## src/rtl/rt_irq_pkg.sv

```systemverilog
package rt_irq_pkg;
  localparam int NTYPES = 13;
  localparam int NDESC  = 3;

  localparam int IT_XEQZ    = 0;
  localparam int IT_WAVAIL  = 1;
  localparam int IT_BCAST   = 2;
  localparam int IT_ILLCMD  = 3;
  localparam int IT_MSGERR  = 4;
  localparam int IT_LOOPA   = 5;
  localparam int IT_LOOPB   = 6;
  localparam int IT_SPI     = 7;
  localparam int IT_ADRPAR  = 8;
  localparam int IT_EECHK   = 9;
  localparam int IT_RAMINIT = 10;
  localparam int IT_TTWRAP  = 11;
  localparam int IT_TTMATCH = 12;

  localparam logic [NTYPES-1:0] DESC_MASK   = 13'h0007;
  localparam logic [NTYPES-1:0] MSG_MASK    = 13'h001F;
  localparam logic [NTYPES-1:0] HW_MASK     = ~MSG_MASK;
  localparam logic [NTYPES-1:0] STICKY_MASK = 13'h0600;

  typedef logic [NTYPES-1:0] itype_vec_t;
endpackage

```

## src/rtl/rt_irq_rstsync.sv

```systemverilog
module rt_irq_rstsync (
  input  logic clk,
  input  logic rst_n,
  output logic rst_n_sync
);
  logic [1:0] sync_q;

  always_ff @(posedge clk or negedge rst_n) begin
    if (!rst_n) sync_q <= 2'b00;
    else        sync_q <= {sync_q[0], 1'b1};
  end

  assign rst_n_sync = sync_q[1];
endmodule

```

## src/rtl/rt_irq_timetag.sv

```systemverilog
module rt_irq_timetag #(
  parameter int TT_W = 16
) (
  input  logic            clk,
  input  logic            rst_n,
  input  logic            tick,
  input  logic            cmp_we,
  input  logic [TT_W-1:0] cmp_wdata,
  output logic [TT_W-1:0] count,
  output logic            wrap_evt,
  output logic            match_evt
);
  localparam logic [TT_W-1:0] CNT_MAX = {TT_W{1'b1}};

  logic [TT_W-1:0] count_q, count_nxt;
  logic [TT_W-1:0] cmp_q, cmp_nxt;
  logic            eq_q, eq_now;

  always_comb begin
    count_nxt = count_q;
    if (tick) count_nxt = count_q + 1'b1;
    cmp_nxt = cmp_q;
    if (cmp_we) cmp_nxt = cmp_wdata;
    eq_now = (count_q == cmp_q);
  end

  always_ff @(posedge clk or negedge rst_n) begin
    if (!rst_n) begin
      count_q <= '0;
      cmp_q   <= '0;
      eq_q    <= 1'b0;
    end else begin
      count_q <= count_nxt;
      cmp_q   <= cmp_nxt;
      eq_q    <= eq_now;
    end
  end

  assign count     = count_q;
  assign wrap_evt  = tick && (count_q == CNT_MAX);
  assign match_evt = eq_now && !eq_q;
endmodule

```

## src/rtl/rt_irq_gate.sv

```systemverilog
module rt_irq_gate
  import rt_irq_pkg::*;
(
  input  itype_vec_t       raw_evt,
  input  logic [NDESC-1:0] desc_en,
  input  itype_vec_t       en_q,
  output itype_vec_t       set_vec
);
  for (genvar i = 0; i < NTYPES; i++) begin : g_type
    if (DESC_MASK[i]) begin : g_desc
      assign set_vec[i] = raw_evt[i] & desc_en[i];
    end else begin : g_glob
      assign set_vec[i] = raw_evt[i] & en_q[i];
    end
  end
endmodule

```

## src/rtl/rt_irq_regs.sv

```systemverilog
module rt_irq_regs
  import rt_irq_pkg::*;
(
  input  logic       clk,
  input  logic       rst_n,
  input  logic       en_we,
  input  itype_vec_t en_wdata,
  input  logic       pend_clr_we,
  input  itype_vec_t pend_clr_data,
  input  itype_vec_t set_vec,
  output itype_vec_t en_q,
  output itype_vec_t pend_q
);
  itype_vec_t en_r, en_nxt, pend_r, pend_nxt, clr_mask;

  always_comb begin
    en_nxt = en_r;
    if (en_we) en_nxt = (en_wdata & ~DESC_MASK) | STICKY_MASK;
    clr_mask = pend_clr_we ? pend_clr_data : '0;
    pend_nxt = (pend_r & ~clr_mask) | set_vec;
  end

  always_ff @(posedge clk or negedge rst_n) begin
    if (!rst_n) begin
      en_r   <= STICKY_MASK;
      pend_r <= '0;
    end else begin
      en_r   <= en_nxt;
      pend_r <= pend_nxt;
    end
  end

  assign en_q   = en_r;
  assign pend_q = pend_r;
endmodule

```

## src/rtl/rt_irq_ctrl.sv

```systemverilog
module rt_irq_ctrl
  import rt_irq_pkg::*;
#(
  parameter int TT_W = 16
) (
  input  logic                 clk,
  input  logic                 rst_n,
  input  logic                 en_we,
  input  logic [NTYPES-1:0]    en_wdata,
  input  logic                 pend_clr_we,
  input  logic [NTYPES-1:0]    pend_clr_data,
  input  logic                 cmp_we,
  input  logic [TT_W-1:0]      cmp_wdata,
  input  logic                 tt_tick,
  input  logic [NDESC-1:0]     desc_en,
  input  logic                 evt_xeqz,
  input  logic                 evt_wavail,
  input  logic                 evt_bcast,
  input  logic                 evt_illcmd,
  input  logic                 evt_msgerr,
  input  logic [1:0]           evt_loop,
  input  logic                 evt_spi,
  input  logic                 evt_adrpar,
  input  logic                 evt_eechk,
  input  logic                 evt_raminit,
  output logic [NTYPES-1:0]    en_q,
  output logic [NTYPES-1:0]    pend_q,
  output logic                 msg_irq,
  output logic                 hw_irq,
  output logic [TT_W-1:0]      tt_count
);
  logic       rst_n_sync;
  logic       tt_wrap, tt_match;
  itype_vec_t raw_evt, set_vec;

  rt_irq_rstsync u_rstsync (
    .clk        (clk),
    .rst_n      (rst_n),
    .rst_n_sync (rst_n_sync)
  );

  rt_irq_timetag #(.TT_W(TT_W)) u_timetag (
    .clk       (clk),
    .rst_n     (rst_n_sync),
    .tick      (tt_tick),
    .cmp_we    (cmp_we),
    .cmp_wdata (cmp_wdata),
    .count     (tt_count),
    .wrap_evt  (tt_wrap),
    .match_evt (tt_match)
  );

  always_comb begin
    raw_evt             = '0;
    raw_evt[IT_XEQZ]    = evt_xeqz;
    raw_evt[IT_WAVAIL]  = evt_wavail;
    raw_evt[IT_BCAST]   = evt_bcast;
    raw_evt[IT_ILLCMD]  = evt_illcmd;
    raw_evt[IT_MSGERR]  = evt_msgerr;
    raw_evt[IT_LOOPA]   = evt_loop[0];
    raw_evt[IT_LOOPB]   = evt_loop[1];
    raw_evt[IT_SPI]     = evt_spi;
    raw_evt[IT_ADRPAR]  = evt_adrpar;
    raw_evt[IT_EECHK]   = evt_eechk;
    raw_evt[IT_RAMINIT] = evt_raminit;
    raw_evt[IT_TTWRAP]  = tt_wrap;
    raw_evt[IT_TTMATCH] = tt_match;
  end

  rt_irq_gate u_gate (
    .raw_evt (raw_evt),
    .desc_en (desc_en),
    .en_q    (en_q),
    .set_vec (set_vec)
  );

  rt_irq_regs u_regs (
    .clk           (clk),
    .rst_n         (rst_n_sync),
    .en_we         (en_we),
    .en_wdata      (en_wdata),
    .pend_clr_we   (pend_clr_we),
    .pend_clr_data (pend_clr_data),
    .set_vec       (set_vec),
    .en_q          (en_q),
    .pend_q        (pend_q)
  );

  assign msg_irq = |(pend_q & MSG_MASK);
  assign hw_irq  = |(pend_q & HW_MASK);
endmodule

```

## config.mk

```make
export PLATFORM = sky130hd
export DESIGN_NAME = rt_irq_ctrl
export DESIGN_NICKNAME = d
export VERILOG_FILES = /design/src/rtl/rt_irq_pkg.sv /design/src/rtl/rt_irq_rstsync.sv /design/src/rtl/rt_irq_timetag.sv /design/src/rtl/rt_irq_gate.sv /design/src/rtl/rt_irq_regs.sv /design/src/rtl/rt_irq_ctrl.sv
export SDC_FILE = /design/constraint.sdc
export NUM_CORES = 1
export LEC_CHECK = 0
export BUFFER_PORTS_ARGS = -buffer_cell sky130_fd_sc_hd__buf_2
export CAP_MARGIN = 20
export CORE_MARGIN = 2
export CORE_UTILIZATION = 45
export CTS_BUF_LIST = sky130_fd_sc_hd__clkbuf_8
export CTS_CLUSTER_SIZE = 40
export DETAILED_ROUTE_END_ITERATION = 16
export PLACE_DENSITY = 0.79
export SYNTH_ARGS = -nofsm -noshare
export SYNTH_HDL_FRONTEND = slang
export SYNTH_HIERARCHICAL = 1
export SYNTH_SLANG_ARGS = --single-unit
export TNS_END_PERCENT = 20
```

## constraint.sdc

```tcl
create_clock -name clk -period 1.5 [get_ports clk]
set_input_delay 0.45 -clock clk [delete_from_list [all_inputs] [get_ports clk]]
set_output_delay 0.45 -clock clk [all_outputs]
set_load 0.02 [all_outputs]
```

* Word-level counts from Yosys, hierarchy flattened
Index checks and enable logic that the tools add are counted.
Storage, ports and cells: bits in writable memories 0, bits in registers 56, memories 0, bits of input ports 62, ROM bits 0, word-level logic and storage cells 29, latch bits 0, output and inout bits 44
Cells by class: $add $sub $neg 1, shift operators 0, $mul 0, $lt $le $gt $ge 0, equality and inequality tests 2, div/mod/pow operators 0, bitwise logic cells 14, mux-type cells 1, reductions and logical operators 5
Operator list (count):
- adder 16 x 1 -> 16 bit (second input constant) | 1
- == test 16 bit | 1
- == test 16 bit (second input constant) | 1
- AND 13 bit | 1
- 2-to-1 mux 13 bit | 1
- NOT 13 bit | 1
- OR 13 bit | 1
- AND 1 bit | 11
- OR reduction 8 bit | 1
- OR reduction 5 bit | 1
- logical AND 1 bit | 2
- zero test 1 bit | 1

* Longest topological paths before layout
word-level depth 4, depth in mapped cells 7, mapped depth without buffers 7

* Cells and area by module
The synthesis kept the hierarchy.
Modules (own cells, without submodules):
- rt_irq_timetag | area each 1506.4 µm², seq. area each 825.8 µm², instances 1, cells each 114
- rt_irq_regs | area each 859.6 µm², seq. area each 525.5 µm², instances 1, cells each 64
- rt_irq_gate | area each 81.3 µm², seq. area each 0.0 µm², instances 1, cells each 13
- rt_irq_rstsync | area each 53.8 µm², seq. area each 50.0 µm², instances 1, cells each 3
- rt_irq_ctrl | area each 28.8 µm², seq. area each 0.0 µm², instances 1, cells each 6

* Worst setup path before layout
OpenSTA, ideal clock, no wires.
path type register -> register, from reg u_timetag.count_q[0] (netlist: u_timetag/count[0]), to reg u_regs.pend_r[11] (netlist: u_regs/pend_q[11]), data required time 1436 ps, period minus slack after synthesis 1673 ps, setup time 64 ps, slack -173 ps, arrival time 1608 ps, buffers on the path 0, stages on the path, launching flop included 8, cell sequence dfrtp_1 > ha_1 > nand4_2 > or2_4 > nor2b_4 > and3_1 > and2_1 > a21o_1
On the way: word-level cells in the longest chain between the ends 4
Ends and longest elaborated chain:
- start, declared | RTL line rt_irq_timetag.sv:15 | logic [TT_W-1:0] count_q, count_nxt;
- start signal, assigned | RTL line rt_irq_timetag.sv:33 | count_q <= count_nxt;
- == test 16 bit | RTL line rt_irq_timetag.sv:40 | assign wrap_evt = tick && (count_q == CNT_MAX);
- logical AND 1 bit | RTL line rt_irq_timetag.sv:40
- via tt_wrap | RTL line rt_irq_ctrl.sv:33 | logic tt_wrap, tt_match;
- AND 1 bit | RTL line rt_irq_gate.sv:13 | assign set_vec[i] = raw_evt[i] & en_q[i];
- via set_vec[11] | RTL line rt_irq_ctrl.sv:34 | itype_vec_t raw_evt, set_vec;
- OR 13 bit | RTL line rt_irq_regs.sv:20 | pend_nxt = (pend_r & ~clr_mask) | set_vec;
- via u_regs.pend_nxt[11] | RTL line rt_irq_regs.sv:14 | itype_vec_t en_r, en_nxt, pend_r, pend_nxt, clr_mask;
- end signal, assigned | RTL line rt_irq_regs.sv:29 | pend_r <= pend_nxt;
- end, declared | RTL line rt_irq_regs.sv:14
The timed path passes the listed nets, and every way through them passes these cells. A chain may end at the register's enable or synchronous reset.

* Worst setup path in the final report
from reg u_regs.pend_r[10] (netlist: u_regs/pend_q[10]), to out hw_irq
On the way: word-level cells in the longest chain between the ends 1
Ends and longest elaborated chain:
- OR reduction 8 bit | RTL line rt_irq_ctrl.sv:90 | assign hw_irq = |(pend_q & HW_MASK);
- end, declared | RTL line rt_irq_ctrl.sv:29 | output logic hw_irq,
Every way passes these cells.

==> flow_summary.toml <==
[setup_path]
cp_num_buf_inv = 2
crit_required_ns = 1.05
r2r_slack_ns = -0.02
crit_path_end_kind = "output pin"
r2r_cells = 6
slowest_stage = "dfrtp_1"
crit_family = "flip-flops"
critPathMaxStageDelay_ns = 0.40
arrival_ns = 1.32
r2r_start = "u_timetag/count[4]"
crit_fanout = 2
r2r_end = "u_regs/pend_q[12]"
crit_chain = "nor4_2 > buf_4 > nand2_2 > buf_6"
crit_type = "reg2out"
cp-start-kind = "flop"

[worst_hold_path]
hp-class = "reg2async"

[clocking]
clock_path_buffers = 2
clkTransAtPathRegs_ns = 0.10
insertion_delay_ns = 0.31
h-tree-depth = 2
cts_made_buffers = 5
cts_root_buf = "clkbuf_8"
cts_tree = "built"
cts_sinks = 56

[global_routing]
grt_pass1_wl_mm = 8.93
antenna_found_initial = 0
grt_overflow_total = 0
grt_usage_pct = 18.9
grt_pass1_vias = 1939
grt_max_degree = 29

[sta]
fin_crit_ns = 1.77
final-setup-viol-count = 3
hold_violations = 0
fin_ws_ns = -0.267
rsz0062_at_grt = "true"
clock_skew_ns = 0.0108
clock.fmax_mhz = 566
slew_violations = 0
min_period_over_period_pct = 118

[synthesis]
synth.avg_cell_area_um2 = 12.6
synth_seq_area_share_pct = 55.4
synth_area_mm2 = 0.00253
synthDistinctLibCells = 29
ys_seq_elements = 56
syn-instance-count = 200
synth.yosys.warnings = 6

[place]
place_area_mm2 = 0.00324
place.gp.congestion = 0.785
place_hpwl_mm = 4.37
numPortBuffers = 95
dp_slack_ns = -0.0808

[route]
drc_errors = 0
drt-pass1-iter-count = 4
vias = 1973
drtIter0Drc = 49
wirelength_mm = 5.99
drtAntennaViolNets = 0
post_drt_wl_per_cell_um = 14.9
viasPerCell = 4.91

[die]
initial_core_util_pct = 46.2
die-area_mm2 = 0.00624
fp-row-count = 27
io-pin-count = 106
die_y_um = 79.0
core_area_mm2 = 0.00547
dieWidth_um = 79.0

[layout]
nets = 392
synthToLayoutAreaGrowth_pct = 41.7
drive_gt1_share_pct = 55.2
n_antenna_cell = 0
post-route-util_pct = 65.5
postLayoutCellArea_mm2 = 0.00359

[outcome]
outcome = "finished, violations left"
violations = "negative setup slack"

[power_and_ir_drop]
leakagePower_nw = 1.79
vdd.ir_drop.worst_v = 0.00109
powerDensity_mw_per_mm2 = 1190

[run]
cap_violations = 0
[cell families after synthesis]
logic type                 count (synthesis)  synth area share, %
buffers and inverters                     11                 3.12
DFF                                       56                 55.4
muxes                                     25                 12.3
adders and majority gates                  1                0.494
xor gates and xnor gates                  31                 10.7
and+or+nand+nor                           60                 13.6
AOI/OAI and AO/OA                         13                 3.86
other                                      3                0.445
[layout by cell type (no fill, tap or decap), drive strengths merged]
master / n
nor3: 2
nor2b: 3
nor2: 4
ha: 1
xnor2: 26
nand2: 20
and4: 1
dfrtp: 56
nor4: 3
and3: 2
buf: 128
nand3: 2
or2: 1
a21o: 13
clkbuf: 6
and2: 13
dlygate4sd3: 1
conb: 6
mux2: 25
inv: 3
nand4: 9
xor2: 5
[report_power, final]
group	internal (W)	leakage, nW	total [W]	switching [W]
logic	0.000807	1.06	0.00147	0.000664
clock network	0.000364	0.0538	0.000832	0.000468
registers	0.00172	0.675	0.00195	0.000234
[registers in the layout, indices dropped and copies added, names as in the netlist]
signal            flops
u_timetag/cmp_q      16
u_regs/pend_q        13
u_timetag/eq_q        1
u_rstsync/sync_q      2
u_timetag/count      16
u_regs/en_q           8
[layer usage]
metal	vias to the layer above	GRT usage [%]	wire, µm
met5	-	0	0
met4	0	7.24	138
met3	14	5.00	526
met1	940	21.4	2330
met2	102	34.2	2990
li1	917	-	-
[final cells by class]
| cell class | instances | area, µm² |
|---|---|---|
| multi-input combinational | 136 | 1130 |
| clock inverter | 2 | 7.51 |
| timing repair buffer | 129 | 858 |
| fill | 427 | 1890 |
| tap | 72 | 90.1 |
| sequential | 56 | 1410 |
| clock buffer | 6 | 82.6 |
| inverter | 1 | 3.75 |
[how the worst max path moves through the flow]
stage | start | cells past startpoint | slack [ns] | endpoint
final | u_regs/pend_q[10] | 4 | -0.27 | hw_irq
after global routing | u_regs/pend_q[10] | 4 | -0.33 | hw_irq
after CTS | u_regs/pend_q[11] | 4 | -0.30 | hw_irq
after detailed placement | u_timetag/count[1] | 7 | -0.08 | u_regs/pend_q[11]
after global placement | u_timetag/count[1] | 7 | -0.02 | u_regs/pend_q[11]
after floorplan | u_timetag/count[0] | 7 | -0.17 | u_regs/pend_q[11]
[Yosys cell counts]
library cell / n / area, µm²
nand3_1: 2 / 10.0
nor2_2: 1 / 6.26
mux2_4: 8 / 120
buf_2: 3 / 15.0
a21o_1: 13 / 97.6
and4_1: 1 / 8.76
or2_4: 1 / 8.76
nand4_1: 8 / 50.1
buf_6: 2 / 22.5
inv_1: 1 / 3.75
ha_1: 1 / 12.5
and2_1: 13 / 81.3
nand2_1: 20 / 75.1
nor4_2: 1 / 12.5
nor3_2: 1 / 10.0
mux2_2: 17 / 191
nand4_2: 1 / 12.5
xnor2_1: 26 / 228
buf_4: 5 / 37.5
xor2_1: 5 / 43.8
nor2b_1: 1 / 6.26
nor4_1: 2 / 12.5
nor2b_4: 1 / 13.8
nor3_1: 1 / 5.00
nor2_1: 3 / 11.3
nor2b_2: 1 / 8.76
dfrtp_1: 56 / 1400
conb_1: 3 / 11.3
and3_1: 2 / 12.5
[stage by stage]
step / power (W) / std cells / setup TNS [ns] / hold slack (ns)
3_3_place_gp: 0.00304 / 387 / -0.0227 / 0.237
5_1_grt: 0.00446 / 402 / -0.720 / 0.312
3_5_place_dp: 0.00310 / 387 / -0.189 / 0.237
4_1_cts: 0.00410 / 398 / -0.510 / 0.301
6_report: 0.00425 / 402 / -0.344 / 0.276
2_1_floorplan: 0.00259 / 203 / -0.173 / 0.154
[repair_timing]
| item | CTS | global route |
|---|---|---|
| pin swaps | 5 | 11 |
| endpoints found under the hold margin | 2 | 0 |
| setup buffers | 2 | 4 |
| resized for setup | 25 | 31 |
| hold buffers | 1 | 0 |
| endpoints found under the setup margin | 11 | 20 |
Power figures use the tool's default switching activity.
